### src/rtl/rs485_dir_pkg.sv
package rs485_dir_pkg;

   // Direction controller states
   typedef enum logic [1:0] {
      DIR_RX   = 2'd0,   // transceiver in receive
      DIR_TX   = 2'd1,   // frame on the wire, driver enabled
      DIR_TURN = 2'd2    // shift register empty, counting bit periods
   } dir_state_e;

   // Modem pins that may serve as direction line
   localparam int unsigned PIN_CNT = 2;
   localparam int unsigned PIN_RTS = 0;
   localparam int unsigned PIN_DTR = 1;

endpackage

### src/rtl/rs485_turn_timer.sv
module rs485_turn_timer #(
   parameter int unsigned CNT_W = 8
) (
   input  logic             clk,
   input  logic             rst_n,
   input  logic             load_i,
   input  logic [CNT_W-1:0] load_val_i,
   input  logic             dec_i,
   output logic [CNT_W-1:0] cnt_o,
   output logic             zero_o
);

   localparam logic [CNT_W-1:0] CNT_ZERO = '0;
   localparam logic [CNT_W-1:0] CNT_ONE  = CNT_W'(1);

   logic [CNT_W-1:0] cnt_q;

   always_ff @(posedge clk) begin
      if (!rst_n) begin
         cnt_q <= CNT_ZERO;
      end else if (load_i) begin
         cnt_q <= load_val_i;
      end else if (dec_i && (cnt_q != CNT_ZERO)) begin
         cnt_q <= cnt_q - CNT_ONE;
      end
   end

   assign cnt_o  = cnt_q;
   assign zero_o = (cnt_q == CNT_ZERO);

endmodule

### src/rtl/rs485_dir_fsm.sv
module rs485_dir_fsm
   import rs485_dir_pkg::*;
(
   input  logic       clk,
   input  logic       rst_n,
   input  logic       auto_en_i,
   input  logic       tx_busy_i,
   input  logic       tsr_empty_i,
   input  logic       bit_tick_i,
   input  logic       cnt_zero_i,
   output logic       load_o,
   output logic       dec_o,
   output logic       drive_o,
   output dir_state_e state_o
);

   dir_state_e state_q, state_d;

   always_comb begin
      state_d = state_q;
      load_o  = 1'b0;
      dec_o   = 1'b0;
      if (!auto_en_i) begin
         state_d = DIR_RX;
      end else begin
         unique case (state_q)
            DIR_RX: begin
               if (tx_busy_i) state_d = DIR_TX;
            end
            DIR_TX: begin
               if (!tx_busy_i && tsr_empty_i) begin
                  state_d = DIR_TURN;
                  load_o  = 1'b1;
               end
            end
            DIR_TURN: begin
               if (tx_busy_i) begin
                  state_d = DIR_TX;
               end else if (bit_tick_i) begin
                  if (cnt_zero_i) state_d = DIR_RX;
                  else            dec_o   = 1'b1;
               end
            end
            default: state_d = DIR_RX;
         endcase
      end
   end

   always_ff @(posedge clk) begin
      if (!rst_n) state_q <= DIR_RX;
      else        state_q <= state_d;
   end

   assign drive_o = (state_q != DIR_RX);
   assign state_o = state_q;

endmodule

### src/rtl/rs485_pin_mux.sv
module rs485_pin_mux
   import rs485_dir_pkg::*;
(
   input  logic               auto_en_i,
   input  logic               sel_i,
   input  logic               drive_i,
   input  logic [PIN_CNT-1:0] sw_i,
   output logic [PIN_CNT-1:0] pin_o
);

   localparam int unsigned SEL_W = $clog2(PIN_CNT);

   for (genvar g = 0; g < PIN_CNT; g++) begin : g_pin
      logic owns_dir;
      assign owns_dir  = auto_en_i && (SEL_W'(sel_i) == SEL_W'(g));
      assign pin_o[g]  = owns_dir ? drive_i : sw_i[g];
   end

endmodule

### src/rtl/rs485_dir_ctrl.sv
module rs485_dir_ctrl
   import rs485_dir_pkg::*;
#(
   parameter int unsigned DELAY_W = 8
) (
   input  logic               clk,
   input  logic               rst_n,
   input  logic               auto_en,
   input  logic               dir_pin_sel,
   input  logic [DELAY_W-1:0] turn_delay,
   input  logic               bit_tick,
   input  logic               tsr_empty,
   input  logic               tx_busy,
   input  logic               rts_sw,
   input  logic               dtr_sw,
   output logic               rts_o,
   output logic               dtr_o
);

   if (DELAY_W < 1 || DELAY_W > 16) begin : g_bad_width
      $error("rs485_dir_ctrl: DELAY_W must lie in 1..16");
   end

   dir_state_e         state_q;
   logic               tmr_load;
   logic               tmr_dec;
   logic               tmr_zero;
   logic [DELAY_W-1:0] cnt_q;
   logic               drive;
   logic [PIN_CNT-1:0] sw_vec;
   logic [PIN_CNT-1:0] pin_vec;

   rs485_dir_fsm i_fsm (
      .clk         (clk),
      .rst_n       (rst_n),
      .auto_en_i   (auto_en),
      .tx_busy_i   (tx_busy),
      .tsr_empty_i (tsr_empty),
      .bit_tick_i  (bit_tick),
      .cnt_zero_i  (tmr_zero),
      .load_o      (tmr_load),
      .dec_o       (tmr_dec),
      .drive_o     (drive),
      .state_o     (state_q)
   );

   rs485_turn_timer #(.CNT_W(DELAY_W)) i_timer (
      .clk        (clk),
      .rst_n      (rst_n),
      .load_i     (tmr_load),
      .load_val_i (turn_delay),
      .dec_i      (tmr_dec),
      .cnt_o      (cnt_q),
      .zero_o     (tmr_zero)
   );

   assign sw_vec[PIN_RTS] = rts_sw;
   assign sw_vec[PIN_DTR] = dtr_sw;

   rs485_pin_mux i_mux (
      .auto_en_i (auto_en),
      .sel_i     (dir_pin_sel),
      .drive_i   (drive),
      .sw_i      (sw_vec),
      .pin_o     (pin_vec)
   );

   assign rts_o = pin_vec[PIN_RTS];
   assign dtr_o = pin_vec[PIN_DTR];

endmodule

### config.mk
export PLATFORM = sky130hd
export DESIGN_NAME = rs485_dir_ctrl
export DESIGN_NICKNAME = d
export VERILOG_FILES = /design/src/rtl/rs485_dir_pkg.sv /design/src/rtl/rs485_turn_timer.sv /design/src/rtl/rs485_dir_fsm.sv /design/src/rtl/rs485_pin_mux.sv /design/src/rtl/rs485_dir_ctrl.sv
export SDC_FILE = /design/constraint.sdc
export NUM_CORES = 1
export LEC_CHECK = 0
export ABC_AREA = 1
export BUFFER_PORTS_ARGS = -buffer_cell sky130_fd_sc_hd__buf_2
export CAP_MARGIN = 40
export CORE_UTILIZATION = 41
export CTS_CLUSTER_DIAMETER = 50
export DETAILED_ROUTE_END_ITERATION = 8
export HOLD_SLACK_MARGIN = 0.05
export SKIP_LAST_GASP = 1
export SLEW_MARGIN = 20
export SYNTH_ARGS = -nofsm -noshare
export SYNTH_HDL_FRONTEND = slang
export SYNTH_HIERARCHICAL = 1
export SYNTH_SLANG_ARGS = --single-unit
export TNS_END_PERCENT = 5
### constraint.sdc
create_clock -name clk -period 1.75 [get_ports clk]
set_input_delay 0.35 -clock clk [delete_from_list [all_inputs] [get_ports clk]]
set_output_delay 0.35 -clock clk [all_outputs]
set_load 0.01 [all_outputs]
-- After elaboration in Yosys (flattened, before gate mapping)
Index checks and enable logic that the tools add are counted.
- input bits: 17
- logic and storage cells: 40
- output and inout port bits: 2
- register bits: 10
- add/sub/neg operators: 1
- reductions and logical operators: 12
- multiplexer cells: 18
- bitwise gates (word level): 1
- equal/unequal tests: 6
- operators by type and width (kind ; number):
    2-to-1 mux 8 bit ; 2
    2-to-1 mux 1 bit ; 10
    2-to-1 mux 2 bit ; 5
    logical NOT 8 bit ; 1
    nonzero test 8 bit ; 1
    subtractor 8 x 1 -> 8 bit (second input constant) ; 1
    case mux 2 bit (3 select lines) ; 1
    logical AND 1 bit ; 4
    AND reduction 4 bit ; 1
    nonzero test 2 bit ; 2
    != test 3 x 2 -> 1 bit (second input constant) ; 1
    != test 3 bit (second input constant) ; 1
    equality test 2 x 1 -> 1 bit (second input constant) ; 1
    equality test 2 bit (second input constant) ; 1
    logical NOT 2 bit ; 1
    != test 2 x 1 -> 1 bit (second input constant) ; 1
    != test 2 bit (second input constant) ; 1
    AND reduction 2 bit ; 1
    logical NOT 1 bit ; 1
    NOT 1 bit ; 1

-- Logic depth before layout (Yosys ltp)
Gate-level depths: netlist of the first run.
- depth after elaboration: 9
- mapped depth: 13

-- Cells and area by module
The synthesis of the first run kept the hierarchy.
- modules (own cells, without submodules) (module ; cells an instance ; times used ; sequential area each (µm²) ; area an instance (µm²)):
    rs485_turn_timer ; 104 ; 1 ; 160.2 ; 600.6
    rs485_dir_fsm ; 29 ; 1 ; 40.0 ; 152.6
    rs485_pin_mux ; 9 ; 1 ; 0.0 ; 36.3

-- Worst setup path after synthesis of the first run
OpenSTA, ideal clock, no wires.
- kind: reg-to-reg
- start point: reg i_timer.cnt_q[0], in the netlist i_timer/cnt_o[0]
- end point: reg i_timer.cnt_q[1], in the netlist i_timer/cnt_o[1]
- stages on the path, launching flop included: 13
- required time: 1.637 ns
- path slack: 0.164 ns
- arrival time: 1.473 ns
- cells stage by stage: dfxtp_1 -> inv_1 -> ha_1 -> nand2_1 -> nor2_1 -> nor2_1 -> nand2_1 -> nor2_1 -> nand2_4 -> nand2_4 -> clkinv_2 -> nor2_1 -> nor2_1
- cells in the longest elaborated chain, start to end: 8
- ends and longest elaborated chain (what ; line ; source):
    start: declaration ; rs485_turn_timer.sv:16 ; logic [CNT_W-1:0] cnt_q;
    start signal: assignment ; rs485_turn_timer.sv:22 ; cnt_q <= load_val_i;
    start signal: assignment ; rs485_turn_timer.sv:24 ; cnt_q <= cnt_q - CNT_ONE;
    logical NOT 8 bit ; rs485_turn_timer.sv:29 ; assign zero_o = (cnt_q == CNT_ZERO);
    named net tmr_zero ; rs485_dir_ctrl.sv:27 ; logic tmr_zero;
    2-to-1 mux 1 bit ; rs485_dir_fsm.sv:40 ; if (cnt_zero_i) state_d = DIR_RX;
    2-to-1 mux 1 bit ; rs485_dir_fsm.sv:39 ; end else if (bit_tick_i) begin
    2-to-1 mux 1 bit ; rs485_dir_fsm.sv:37 ; if (tx_busy_i) begin
    2-to-1 mux 1 bit ; rs485_dir_fsm.sv:26 ; unique case (state_q)
    2-to-1 mux 1 bit ; rs485_dir_fsm.sv:23 ; if (!auto_en_i) begin
    named net tmr_dec ; rs485_dir_ctrl.sv:26 ; logic tmr_dec;
    logical AND 1 bit ; rs485_turn_timer.sv:23 ; end else if (dec_i && (cnt_q != CNT_ZERO)) begin
    nonzero test 2 bit (no line) ; -- ;
The timed path passes the listed nets, and every way through them passes these cells. The select of a mux whose other input is x is not followed.
A chain may end at the register's enable or synchronous reset.

-- Worst setup path in the final report of the first run
- start point: reg i_timer.cnt_q[1], in the netlist i_timer/cnt_o[1]
- end point: reg i_timer.cnt_q[6], in the netlist i_timer/cnt_o[6]
The elaborated chain is that of the path after synthesis.

==> results of run 1 <==
flip-flops by register name, summed over array words and instances (netlist names):
register       count
i_timer/cnt_o      8
i_fsm/state_o      2
cells in the mapped netlist:
master	count	area [sq um]
nor3_1	1	5.000
o21ai_0	4	20.02
nand2_2	2	12.51
nand4_1	2	12.51
or2_2	1	6.260
inv_1	17	63.81
nor2_1	24	90.09
clkbuf_1	1	3.750
nand2_4	2	22.52
ha_1	2	25.02
inv_2	3	11.26
xnor2_1	1	8.760
nand3_1	19	95.09
o21ai_1	1	5.000
a21oi_1	3	15.01
nor2_2	2	12.51
nand2_1	45	168.9
clkinv_2	1	5.000
dfxtp_1	10	200.2
a31oi_1	1	6.260
worst paths after layout:
| kind | startpoint | end | slack, ps |
|---|---|---|---|
| max | i_timer/cnt_o[1] | i_timer/cnt_o[6] | 180 |
| min | rst_n | i_timer/cnt_o[6] | 360 |
| max reg2reg | i_timer/cnt_o[1] | i_timer/cnt_o[6] | 180 |
| min reg2reg | i_timer/cnt_o[0] | i_timer/cnt_o[0] | 490 |
metal layers:
layer / vias to the layer above / global-route usage
met4: 0 / 0.1235
li1: 495 / -
met5: - / 0
met2: 24 / 0.2901
met3: 4 / 0.01190
met1: 380 / 0.3133
cells by family after synthesis:
kind of cell               after synthesis
DFF                                     10
adders and majority gates                2
xor gates and xnor gates                 1
and+or+nand+nor                         98
buffers and inverters                   22
AOI/OAI and AO/OA                        9
report_power, final:
| group | total (uW) | switching [uW] | internal (uW) |
|---|---|---|---|
| Clock | 158 | 78.3 | 79.6 |
| Sequential | 236 | 4.05 | 232 |
| Combinational | 96.7 | 54.4 | 42.2 |
| Total | 490 | 137 | 353 |
repair_timing:
| item | CTS | global route |
|---|---|---|
| hold endpoints to repair | 0 | 0 |
| resized for setup | 0 | 11 |
| setup endpoints to repair | 0 | 8 |
layout make-up:
type                       instances  area (sq um)
tap                               25         31.28
inverter                          21         81.33
fill                             203         760.7
clock buffer                       3         22.52
sequential                        10         202.7
timing repair buffer              24         135.1
multi-input combinational        110         530.5
critical path, cell delays in order (launching register included):
cell and delay [ps]:
dfxtp_2 330, inv_1 50, ha_1 170, nand2_1 90, nor2_2 60, nor2_2 130
nand2_2 90, nor2_4 150, inv_1 70, nor2_2 100, nand3_1 100, nand3_2 80
nand2_1 50, inv_1 40
through the flow:
stage	hold slack (ps)	std cells	util	power [uW]	cell area, sq um
3_3_place_gp	488.4	190	0.5397	332.9	952.2
2_1_floorplan	447.6	142	-	293.7	789.5
3_5_place_dp	490.0	190	0.5397	333.4	952.2
6_report	358.5	193	0.5688	490.1	1003
4_1_cts	346.8	193	0.5525	498.2	974.7
5_1_grt	370.1	193	0.5688	522.7	1003
==> results.toml, run 1 <==
[clock_network]
h-tree-depth = 1
hold_buffers = 0
cts_buffer_depth = 2
cts_tree = "yes"
clockRootBuffer = "clkbuf_4"
postCtsSetupBuffers = 0
clk-insertion-delay-late_ps = 270
clkTransAtPathRegs_ps = 60
cts_buffers = 3
clock_sinks = 10

[setup_path]
cp-end-kind = "flip-flop"
critPathKind = "reg2reg"
start_kind = "flip-flop"
worstPathArrival_ps = 1790
reg2reg_depth = 13
crit_fanout = 3
required_ps = 1970

[sta]
fin_crit_sh = 0.8967
worst_slack_ps = 180.8
max_freq_mhz = 637.3
tns_ps = 0
min_period_ps = 1569
worst_slew_pin_slew_ps = 249.0
drv_slew = 0
finalClockSkew_ps = 1.506
finalHoldViolCount = 0
relSlewSlack = 0.8334
rsz0062_at_grt = "no"
setup_viol = 0

[cells_and_area]
antenna_cells = 0
layout.nets = 189
syn_to_final_growth_pct = 27.10
final_common_cell = "nand2_1"
final_cell_mix = "44 x nand2_1, 19 x nor2_1, 18 x nand3_1, 18 x buf_2, 17 x inv_1"
layout-drive-gt1-share = 0.2798

[grt]
grt_remaining_overflow = 0
grt_pass1_wl_mm = 3.042
antenna_found_initial = 0
grt_max_degree = 11
grt_pass1_vias = 691
track_usage = 0.2095

[yosys]
avgSynthCellArea_sq_um = 5.560
synthXorXnorAreaFrac = 0.01109
ys_seq_elements = 10
yosys_warnings = 6
syn_inst = 142
synth-compound-area-share = 0.05864
synth_simple_gate_area_frac = 0.5388
muxShareOfSynthArea = 0
synth_top_family_by_area = "simple AND/OR/NAND/NOR gates"
yosysUniqueCellTypes = 20
synth_nets = 161
seq_area_frac_synth = 0.2536
netlist_area_sq_um = 789.5
synthAdderAreaFrac = 0.03170

[floorplanning]
die_w_um = 45.88
dieArea_sq_um = 2105
rows = 15
dieHeight_um = 45.88
ios = 19
start_util = 0.4475
core_area_sq_um = 1764

[route]
firstDrtPassIters = 4
dr.max_layer_used = "met4"
ant_nets = 0
routedWlPerCell_um = 9.881
vias = 903
routed_via_density = 4.679
wl_met1_mm = 1.003
wl_met3_um = 102
routed_wl_mm = 1.907
drt_iter0_drc = 13
drc = 0
dr_wl_met2_um = 774

[flow_run]
drv_cap = 0

[power_and_ir_drop]
leakage_uw = 0.0005398
vdd_ir_drop_max_mv = 0.3835
power.density_nw_per_um2 = 488.4

[placed_design]
dp_hpwl_mm = 1.534
place_ws_ps = 21.06
place.gp.congestion = 0.8438
portBuffers = 18

[status]
outcome = "finished clean"

[min_path]
whs_path_depth = 3
hp-class = "in2reg"
Power figures use the tool's default switching activity.
==> run 2: changes to the inputs <==
Settings changed: CORE_ASPECT_RATIO set to 0.8.
==> run 2 against run 1 <==
Worst hold slack better by 9.4 ps. Clock-buffer cell count up 1. Clock power up 35%. Routed wire length up 6.9%. Critical endpoint is now i_timer/cnt_o[1]. Die area about the same. Largest cell class unchanged. Sequential share of layout area up 0.18 points. Final cell count down 1.6%.
==> results.toml, run 2 (synthesized netlist as in run 1, its figures left out) <==
[status]
outcome = "finished clean"

[setup_path]
crit_fanout = 6
critPathKind = "reg2reg"
crit_path_start = "i_timer/cnt_o[1]"
start_kind = "flip-flop"
worstPathArrival_ps = 1790
r2r_start = "i_timer/cnt_o[1]"
cp-end-kind = "flip-flop"
required_ps = 1920

[floorplanning]
dieHeight_um = 41.25
die_w_um = 51.06
dieArea_sq_um = 2106
ios = 19
start_util = 0.4623
core_area_sq_um = 1708
rows = 13

[power_and_ir_drop]
p_total_uw = 543.2
power.density_nw_per_um2 = 549.6
swShare = 0.2672
pwr-share-clk = 0.393
power_frac_seq = 0.434
cellInternalPower_uw = 398.1
leakage_uw = 0.0005325
power_frac_comb = 0.173
vdd_ir_drop_max_mv = 0.5360
p_sw_uw = 145.2

[grt]
grt_pass1_wl_mm = 3.194
grt_pass1_vias = 738
grt_remaining_overflow = 0
track_usage = 0.2207
grt_max_degree = 11
antenna_found_initial = 0

[sta]
finalHoldViolCount = 0
rsz0062_at_grt = "no"
finalClockSkew_ps = 2.544
relSlewSlack = 0.8458
tns_ps = 0
min_period_ps = 1624
fin_crit_sh = 0.9282
max_freq_mhz = 615.6
worst_slack_ps = 125.7
drv_slew = 0
worst_slew_pin_slew_ps = 230.4
setup_viol = 0

[placed_design]
place.gp.congestion = 0.8369
portBuffers = 18
dp_hpwl_mm = 1.631
place_ws_ps = 22.50
dp.cells = 186

[cells_and_area]
largest_register_ffs = 8
fin_cells = 190
layout-drive-gt1-share = 0.2440
syn_to_final_growth_pct = 25.20
layout.nets = 188
antenna_cells = 0
final_cell_mix = "45 x nand2_1, 22 x nor2_1, 19 x nand3_1"
final_common_cell = "nand2_1"

[clock_network]
clk-insertion-delay-late_ps = 270
clock_sinks = 10
postCtsSetupBuffers = 0
cts_buffers = 3
cts_buffer_depth = 2
cts_tree = "yes"
h-tree-depth = 1
clockRootBuffer = "clkbuf_4"
clkTransAtPathRegs_ps = 70
hold_buffers = 0

[flow_run]
drv_cap = 0

[route]
routedWlPerCell_um = 10.73
firstDrtPassIters = 4
drt_iter0_drc = 33
routed_wl_mm = 2.039
routed_via_density = 4.853
ant_nets = 0
vias = 922
drc = 0

[min_path]
hp-class = "in2reg"
hp-start = "auto_en"
## run 2: cell count changes in the layout (fill, tap and decap cells not counted), sizes merged
cell    previous run  this run
clkbuf             3         4
clkinv             0         1
buf               24        23
inv               21        20
## run 2: final timing paths
path                      end  depth (start not counted)  slack (ps)
max reg2reg  i_timer/cnt_o[1]                         12         130
max          i_timer/cnt_o[1]                         12         130
min reg2reg  i_timer/cnt_o[0]                          2         500
min          i_fsm/state_o[0]                          3         370
## run 2: what timing repair did
action | CTS | global route
gates resized for setup | 1 | 3
endpoints found under the setup margin | 1 | 7
endpoints found under the hold margin | 0 | 0
pin swaps | 0 | 2
## run 2: through the flow
stage | hold slack (ps) | utilization | instance area (sq um)
2_1_floorplan | 447.6 | - | 789.5
3_3_place_gp | 487.8 | 0.5509 | 940.9
3_5_place_dp | 489.4 | 0.5509 | 940.9
4_1_cts | 350.6 | 0.5736 | 979.7
5_1_grt | 358.2 | 0.5788 | 988.4
6_report | 367.8 | 0.5788 | 988.4
## run 2: cell type report
cell class                 instances  area, sq um
inverter                          21        80.08
timing repair buffer              23        127.6
fill                             180        719.4
tap                               22        27.53
multi-input combinational        110        515.5
clock buffer                       4        36.28
sequential                        10        201.4
## run 2: metal layers
layer,routed length [um],global-route usage,vias to the layer above,part of all wire
li1,-,-,496,-
met1,1036,0.2989,393,0.51
met2,841,0.3388,31,0.41
met3,145,0.07778,2,0.071
met4,14,0.04167,0,0.0069
met5,0,0,-,0
## run 2: critical path, stage by stage, from the launching register on
cell and delay, ps:
dfxtp_2 350, inv_1 60, ha_1 170, nand2_1 80
nor2_1 60, nor2_1 110, nand2_1 120, nor2_4 160
nand2_4 80, nand2_4 100, clkinv_2 90, nor2_1 90
nor2_1 50
## run 2: power groups by stage
| stage | clock network [uW] | registers [uW] | logic (uW) |
|---|---|---|---|
| 6_report | 213 | 236 | 94.2 |
| 5_1_grt | 233 | 236 | 106 |
| 3_5_place_dp | 0 | 241 | 91.9 |
| 3_3_place_gp | 0 | 241 | 90.6 |
| 2_1_floorplan | 0 | 240 | 53.5 |
| 4_1_cts | 224 | 235 | 92.7 |
